[src/rtl/portmail_pkg.sv]
package portmail_pkg;

    localparam int NUM_SIDES = 2;

    typedef enum logic [1:0] {
        ACC_NONE  = 2'd0,
        ACC_WRITE = 2'd1,
        ACC_READ  = 2'd2
    } acc_kind_t;

    // Per-port decoded mailbox events
    typedef struct packed {
        logic send;   // valid write into the peer's mailbox
        logic ack;    // valid read of own incoming mailbox
        logic peek;   // valid read of the peer's mailbox
    } hit_t;

    function automatic acc_kind_t classify(input logic en_n,
                                           input logic wr_n,
                                           input logic oe_n);
        if (en_n)
            return ACC_NONE;
        if (!wr_n)
            return ACC_WRITE;
        if (!oe_n)
            return ACC_READ;
        return ACC_NONE;
    endfunction

endpackage

[src/rtl/portmail_decode.sv]
module portmail_decode
    import portmail_pkg::*;
#(
    parameter int ADDR_W = 11,
    parameter logic [ADDR_W-1:0] IN_ADDR  = '1,
    parameter logic [ADDR_W-1:0] OUT_ADDR = '1
) (
    input  logic              en_n,
    input  logic              wr_n,
    input  logic              oe_n,
    input  logic [ADDR_W-1:0] addr,
    output hit_t              hit
);
    acc_kind_t kind;
    logic      at_in;
    logic      at_out;

    always_comb begin
        kind     = classify(en_n, wr_n, oe_n);
        at_in    = (addr == IN_ADDR);
        at_out   = (addr == OUT_ADDR);
        hit.send = (kind == ACC_WRITE) && at_out;
        hit.ack  = (kind == ACC_READ)  && at_in;
        hit.peek = (kind == ACC_READ)  && at_out;
    end
endmodule

[src/rtl/portmail_flag.sv]
module portmail_flag (
    input  logic clk,
    input  logic rst,
    input  logic set_req,
    input  logic clr_req,
    output logic irq_n
);
    logic pending;

    always_ff @(posedge clk) begin
        if (rst)
            pending <= 1'b0;
        else if (set_req)
            pending <= 1'b1;   // set has priority over clear
        else if (clr_req)
            pending <= 1'b0;
    end

    assign irq_n = ~pending;
endmodule

[src/rtl/portmail_slot.sv]
module portmail_slot #(
    parameter int DATA_W = 8
) (
    input  logic              clk,
    input  logic              rst,
    input  logic              we,
    input  logic [DATA_W-1:0] wdata,
    output logic [DATA_W-1:0] word
);
    always_ff @(posedge clk) begin
        if (rst)
            word <= '0;
        else if (we)
            word <= wdata;
    end
endmodule

[src/rtl/portmail_irq.sv]
module portmail_irq
    import portmail_pkg::*;
#(
    parameter int ADDR_W = 11,
    parameter int DATA_W = 8
) (
    input  logic              clk,
    input  logic              rst,
    input  logic              lft_en_n,
    input  logic              lft_wr_n,
    input  logic              lft_oe_n,
    input  logic [ADDR_W-1:0] lft_addr,
    input  logic [DATA_W-1:0] lft_wdata,
    input  logic              rgt_en_n,
    input  logic              rgt_wr_n,
    input  logic              rgt_oe_n,
    input  logic [ADDR_W-1:0] rgt_addr,
    input  logic [DATA_W-1:0] rgt_wdata,
    output logic              lft_irq_n,
    output logic              rgt_irq_n,
    output logic [DATA_W-1:0] lft_rdata,
    output logic [DATA_W-1:0] rgt_rdata
);
    // Right inbox is the top address, left inbox the one below it
    localparam logic [ADDR_W-1:0] RGT_BOX = {ADDR_W{1'b1}};
    localparam logic [ADDR_W-1:0] LFT_BOX = RGT_BOX - 1'b1;

    logic              en_n_a  [NUM_SIDES];
    logic              wr_n_a  [NUM_SIDES];
    logic              oe_n_a  [NUM_SIDES];
    logic [ADDR_W-1:0] addr_a  [NUM_SIDES];
    logic [DATA_W-1:0] wdata_a [NUM_SIDES];
    hit_t              hit_a   [NUM_SIDES];
    logic [DATA_W-1:0] inbox_a [NUM_SIDES];
    logic              irq_a   [NUM_SIDES];
    logic [DATA_W-1:0] rdata_a [NUM_SIDES];

    assign en_n_a[0]  = lft_en_n;
    assign wr_n_a[0]  = lft_wr_n;
    assign oe_n_a[0]  = lft_oe_n;
    assign addr_a[0]  = lft_addr;
    assign wdata_a[0] = lft_wdata;
    assign en_n_a[1]  = rgt_en_n;
    assign wr_n_a[1]  = rgt_wr_n;
    assign oe_n_a[1]  = rgt_oe_n;
    assign addr_a[1]  = rgt_addr;
    assign wdata_a[1] = rgt_wdata;

    for (genvar s = 0; s < NUM_SIDES; s++) begin : g_side
        localparam int PEER = NUM_SIDES - 1 - s;
        localparam logic [ADDR_W-1:0] IN_A  = (s == 0) ? LFT_BOX : RGT_BOX;
        localparam logic [ADDR_W-1:0] OUT_A = (s == 0) ? RGT_BOX : LFT_BOX;

        portmail_decode #(
            .ADDR_W  (ADDR_W),
            .IN_ADDR (IN_A),
            .OUT_ADDR(OUT_A)
        ) u_dec (
            .en_n(en_n_a[s]),
            .wr_n(wr_n_a[s]),
            .oe_n(oe_n_a[s]),
            .addr(addr_a[s]),
            .hit (hit_a[s])
        );

        portmail_flag u_flag (
            .clk    (clk),
            .rst    (rst),
            .set_req(hit_a[PEER].send),
            .clr_req(hit_a[s].ack),
            .irq_n  (irq_a[s])
        );

        // Inbox of this side: only the peer may fill it
        portmail_slot #(.DATA_W(DATA_W)) u_slot (
            .clk  (clk),
            .rst  (rst),
            .we   (hit_a[PEER].send),
            .wdata(wdata_a[PEER]),
            .word (inbox_a[s])
        );

        always_ff @(posedge clk) begin
            if (rst)
                rdata_a[s] <= '0;
            else if (hit_a[s].ack)
                rdata_a[s] <= inbox_a[s];
            else if (hit_a[s].peek)
                rdata_a[s] <= inbox_a[PEER];
        end
    end

    assign lft_irq_n = irq_a[0];
    assign rgt_irq_n = irq_a[1];
    assign lft_rdata = rdata_a[0];
    assign rgt_rdata = rdata_a[1];
endmodule

[config.mk]
export PLATFORM = sky130hd
export DESIGN_NAME = portmail_irq
export DESIGN_NICKNAME = d
export VERILOG_FILES = /design/src/rtl/portmail_pkg.sv /design/src/rtl/portmail_decode.sv /design/src/rtl/portmail_flag.sv /design/src/rtl/portmail_slot.sv /design/src/rtl/portmail_irq.sv
export SDC_FILE = /design/constraint.sdc
export NUM_CORES = 1
export LEC_CHECK = 0
export BUFFER_PORTS_ARGS = -buffer_cell sky130_fd_sc_hd__buf_2
export CAP_MARGIN = 40
export CORE_MARGIN = 2
export CORE_UTILIZATION = 48
export DETAILED_ROUTE_END_ITERATION = 8
export GPL_ROUTABILITY_DRIVEN = 0
export PLACE_DENSITY = 0.77
export SETUP_SLACK_MARGIN = 0.4
export SYNTH_ARGS = -nofsm -noshare
export SYNTH_HDL_FRONTEND = slang
export SYNTH_SLANG_ARGS = --single-unit
[constraint.sdc]
create_clock -name clk -period 2.7 [get_ports clk]
set_input_delay 0.405 -clock clk [delete_from_list [all_inputs] [get_ports clk]]
set_output_delay 0.405 -clock clk [all_outputs]
set_load 0.01 [all_outputs]
==> impl_metrics.csv <==
group,metric,value,unit
clocking,cts_buffer_depth,2,
timing,rsz0062_at_grt,"false",
timing,max_freq,780,MHz
setup_path,start_kind,"flop",
timing,setup_tns,0,ns
die,dieArea,0.00387,sq mm
synthesis,synth_compound_gate_area_share,0.0284,
setup_path,setup.worst_path.class,"flop to primary output",
clocking,ctsResizeCount,0,
grt,grt_usage,0.174,
routing,drtAntennaViolNets,0,
placed_design,hpwlAfterDp,2410,microns
outcome,status,"completed",
timing,setup_viol,0,
setup_path,crit_required,2.30,ns
final_layout,syn2layout_area_growth,24.8,%
routing,firstDrtPassIters,4,
synthesis,synthesis.instances,152,
clocking,cts_tree,"done",
placed_design,dp_cells,258,
routing,viasPerCell,4.84,
synthesis,syn_nets,198,
die,num_rows,21,
routing,drt-total-wl,3070,microns
final_layout,layout-drive-gt1-share,0.345,
die,start_util,0.496,
timing,min_period,1.28,ns
power_and_ir_drop,power_density,436,mW/mm^2
setup_path,cp.buffers_inverters,1,
power_and_ir_drop,power,0.000887,W
clocking,cts-buffers-inserted,5,
setup_path,slowest_stage,"edfxtp_1",
final_layout,layout_common_cells,"63 x buf_2, 32 x mux2i_1, 32 x nand2_1",
run,maxCapViolCount,0,
clocking,insertion_delay,0.32,ns
die,die-width,62.2,microns
setup_path,crit_arrival,0.88,ns
worst_hold_path,whs_path_depth,3,
clocking,cts_root_buffer,"clkbuf_4",
setup_path,crit_fanout,1,
routing,via_count,1288,
die,core,0.00328,sq mm
power_and_ir_drop,irDropWorstVdd,0.275,mV
worst_hold_path,worstHoldPathType,"input pin to flop",
synthesis,yosysSeqAreaShare,0.517,
grt,grt_pass1_wl,5390,microns
routing,drc,0,
timing,skew,0.00792,ns
synthesis,synth_area,0.00163,sq mm
final_layout,final_common_cell,"buf_2",
synthesis,synthSimpleGateAreaFrac,0.221,
clocking,clk_pin_slew,0.10,ns
final_layout,layoutNonFillerInstCount,266,
timing,tightest_slew,0.481,ns
setup_path,rr_worst_depth,2,
timing,fin_crit_sh,0.475,
die,die_h,62.2,microns
synthesis,syn_avg_cell_area,10.7,sq um
routing,drt_iter0_drc,18,
synthesis,yosys.area_share.xor_xnor,0,
setup_path,worst-path-stages,1,
timing,slew_headroom,0.679,
routing,wl_per_cell,11.5,microns
synthesis,synth_mux_area_frac,0.197,
synthesis,synth_top_family_by_area,"simple AND/OR/NAND/NOR gates",
setup_path,slowest_delay,0.40,ns
timing,maxSlewViolCount,0,
setup_path,critical_path.top_delay_family,"flip-flops",
grt,grt_max_degree,37,
clocking,htreeDepth,2,
clocking,cts_setup_buffers,0,
setup_path,setup.worst_path.end_class,"primary output",
grt,antenna_found_initial,0,
synthesis,ys_warn_count,0,
final_layout,nets,265,
grt,grt-ovfl-total,0,
final_layout,diodes,0,
power_and_ir_drop,p_leak,0.856,nW
clocking,postCtsHoldBufs,0,
synthesis,synthAdderAreaFrac,0,
synthesis,synth.distinct_cells,25,
clocking,cts_num_sinks,34,
setup_path,path_cells,"buf_2",
synthesis,ys_seq_elements,34,
grt,grt_pass1_vias,1279,
die,pin_count,64,
placed_design,portBuffers,63,
timing,hold_violations,0,
[cells in the mapped netlist]
cell type	instances	area, sq um
o21a_1	2	15.0
nor3b_1	3	22.5
buf_4	2	15.0
nand2b_1	3	18.8
clkbuf_1	1	3.75
nand2_1	32	120
o21ai_0	1	5.00
and3b_1	2	17.5
and4b_2	1	11.3
and4_1	4	35.0
o41ai_1	1	8.76
dfxtp_1	18	360
buf_6	2	22.5
nand4_1	3	18.8
edfxtp_1	16	480
mux2i_1	32	320
buf_1	2	7.51
nand3_1	2	10.0
nor2_1	17	63.8
and3_1	1	6.26
nor4_2	1	12.5
inv_1	2	7.51
nand4b_4	1	23.8
a41oi_1	2	17.5
clkinv_1	1	3.75
[kinds of logic (layout without fill, tap and decap cells)]
logic type	after synthesis	after routing
buffers and inverters	10	78
and+or+nand+nor	70	70
AOI/OAI and AO/OA	6	6
DFF	34	34
muxes	32	32
[flip-flops by register name (all words and copies together), names as in the netlist]
signal and cells:
rdata_a 16, g_side.u_flag.pending 2, g_side.u_slot.word 16
[stage by stage]
step                 util  cell area (sq um)  setup slack, ns  hold slack [ns]
floorplan               -               1630            0.699            0.446
global placement    0.603               1980             1.15            0.456
detailed placement  0.603               1980             1.12            0.462
CTS                 0.619               2030             1.41            0.313
global route        0.619               2030             1.39            0.305
finish              0.619               2030             1.42            0.322
[final timing paths]
| check | slack, ns | startpoint | end |
|---|---|---|---|
| setup / recovery | 1.42 | rdata_a[1][6]$_SDFFCE_PN0P_ | rgt_rdata[6] |
| hold / removal | 0.32 | lft_wdata[4] | g_side[1].u_slot.word[4]$_SDFFE_PP0P_ |
| setup reg to reg | 1.88 | g_side[1].u_slot.word[1]$_SDFFE_PP0P_ | rdata_a[0][1]$_DFFE_PP_ |
| hold reg to reg | 0.48 | g_side[0].u_slot.word[3]$_SDFFE_PP0P_ | g_side[0].u_slot.word[3]$_SDFFE_PP0P_ |
[final cells by class]
cell class	instances	area, sq um
sequential	34	841
tap	46	57.6
clock inverter	2	8.76
clock buffer	6	41.3
multi-input combinational	108	727
inverter	3	11.3
timing repair buffer	67	345
fill	286	1250
[worst register-to-register path, stage by stage (launching register included)]
cell,delay [ns]
dfxtp_1,0.34
mux2i_1,0.18
nor2_1,0.06
[layer usage]
layer	GRT usage	vias to the layer above	part of all wire
li1	-	673	-
met1	0.228	580	0.48
met2	0.276	31	0.47
met3	0.0417	4	0.036
met4	0.0750	0	0.012
met5	0	-	0
[power breakdown]
group / internal [W] / leakage, nW / switching, W
Sequential: 0.000545 / 0.310 / 0.00000183
Clock: 0.0000977 / 0.0297 / 0.000151
Combinational: 0.0000453 / 0.516 / 0.0000457
Note: power is estimated with default switching activity, not from simulation.
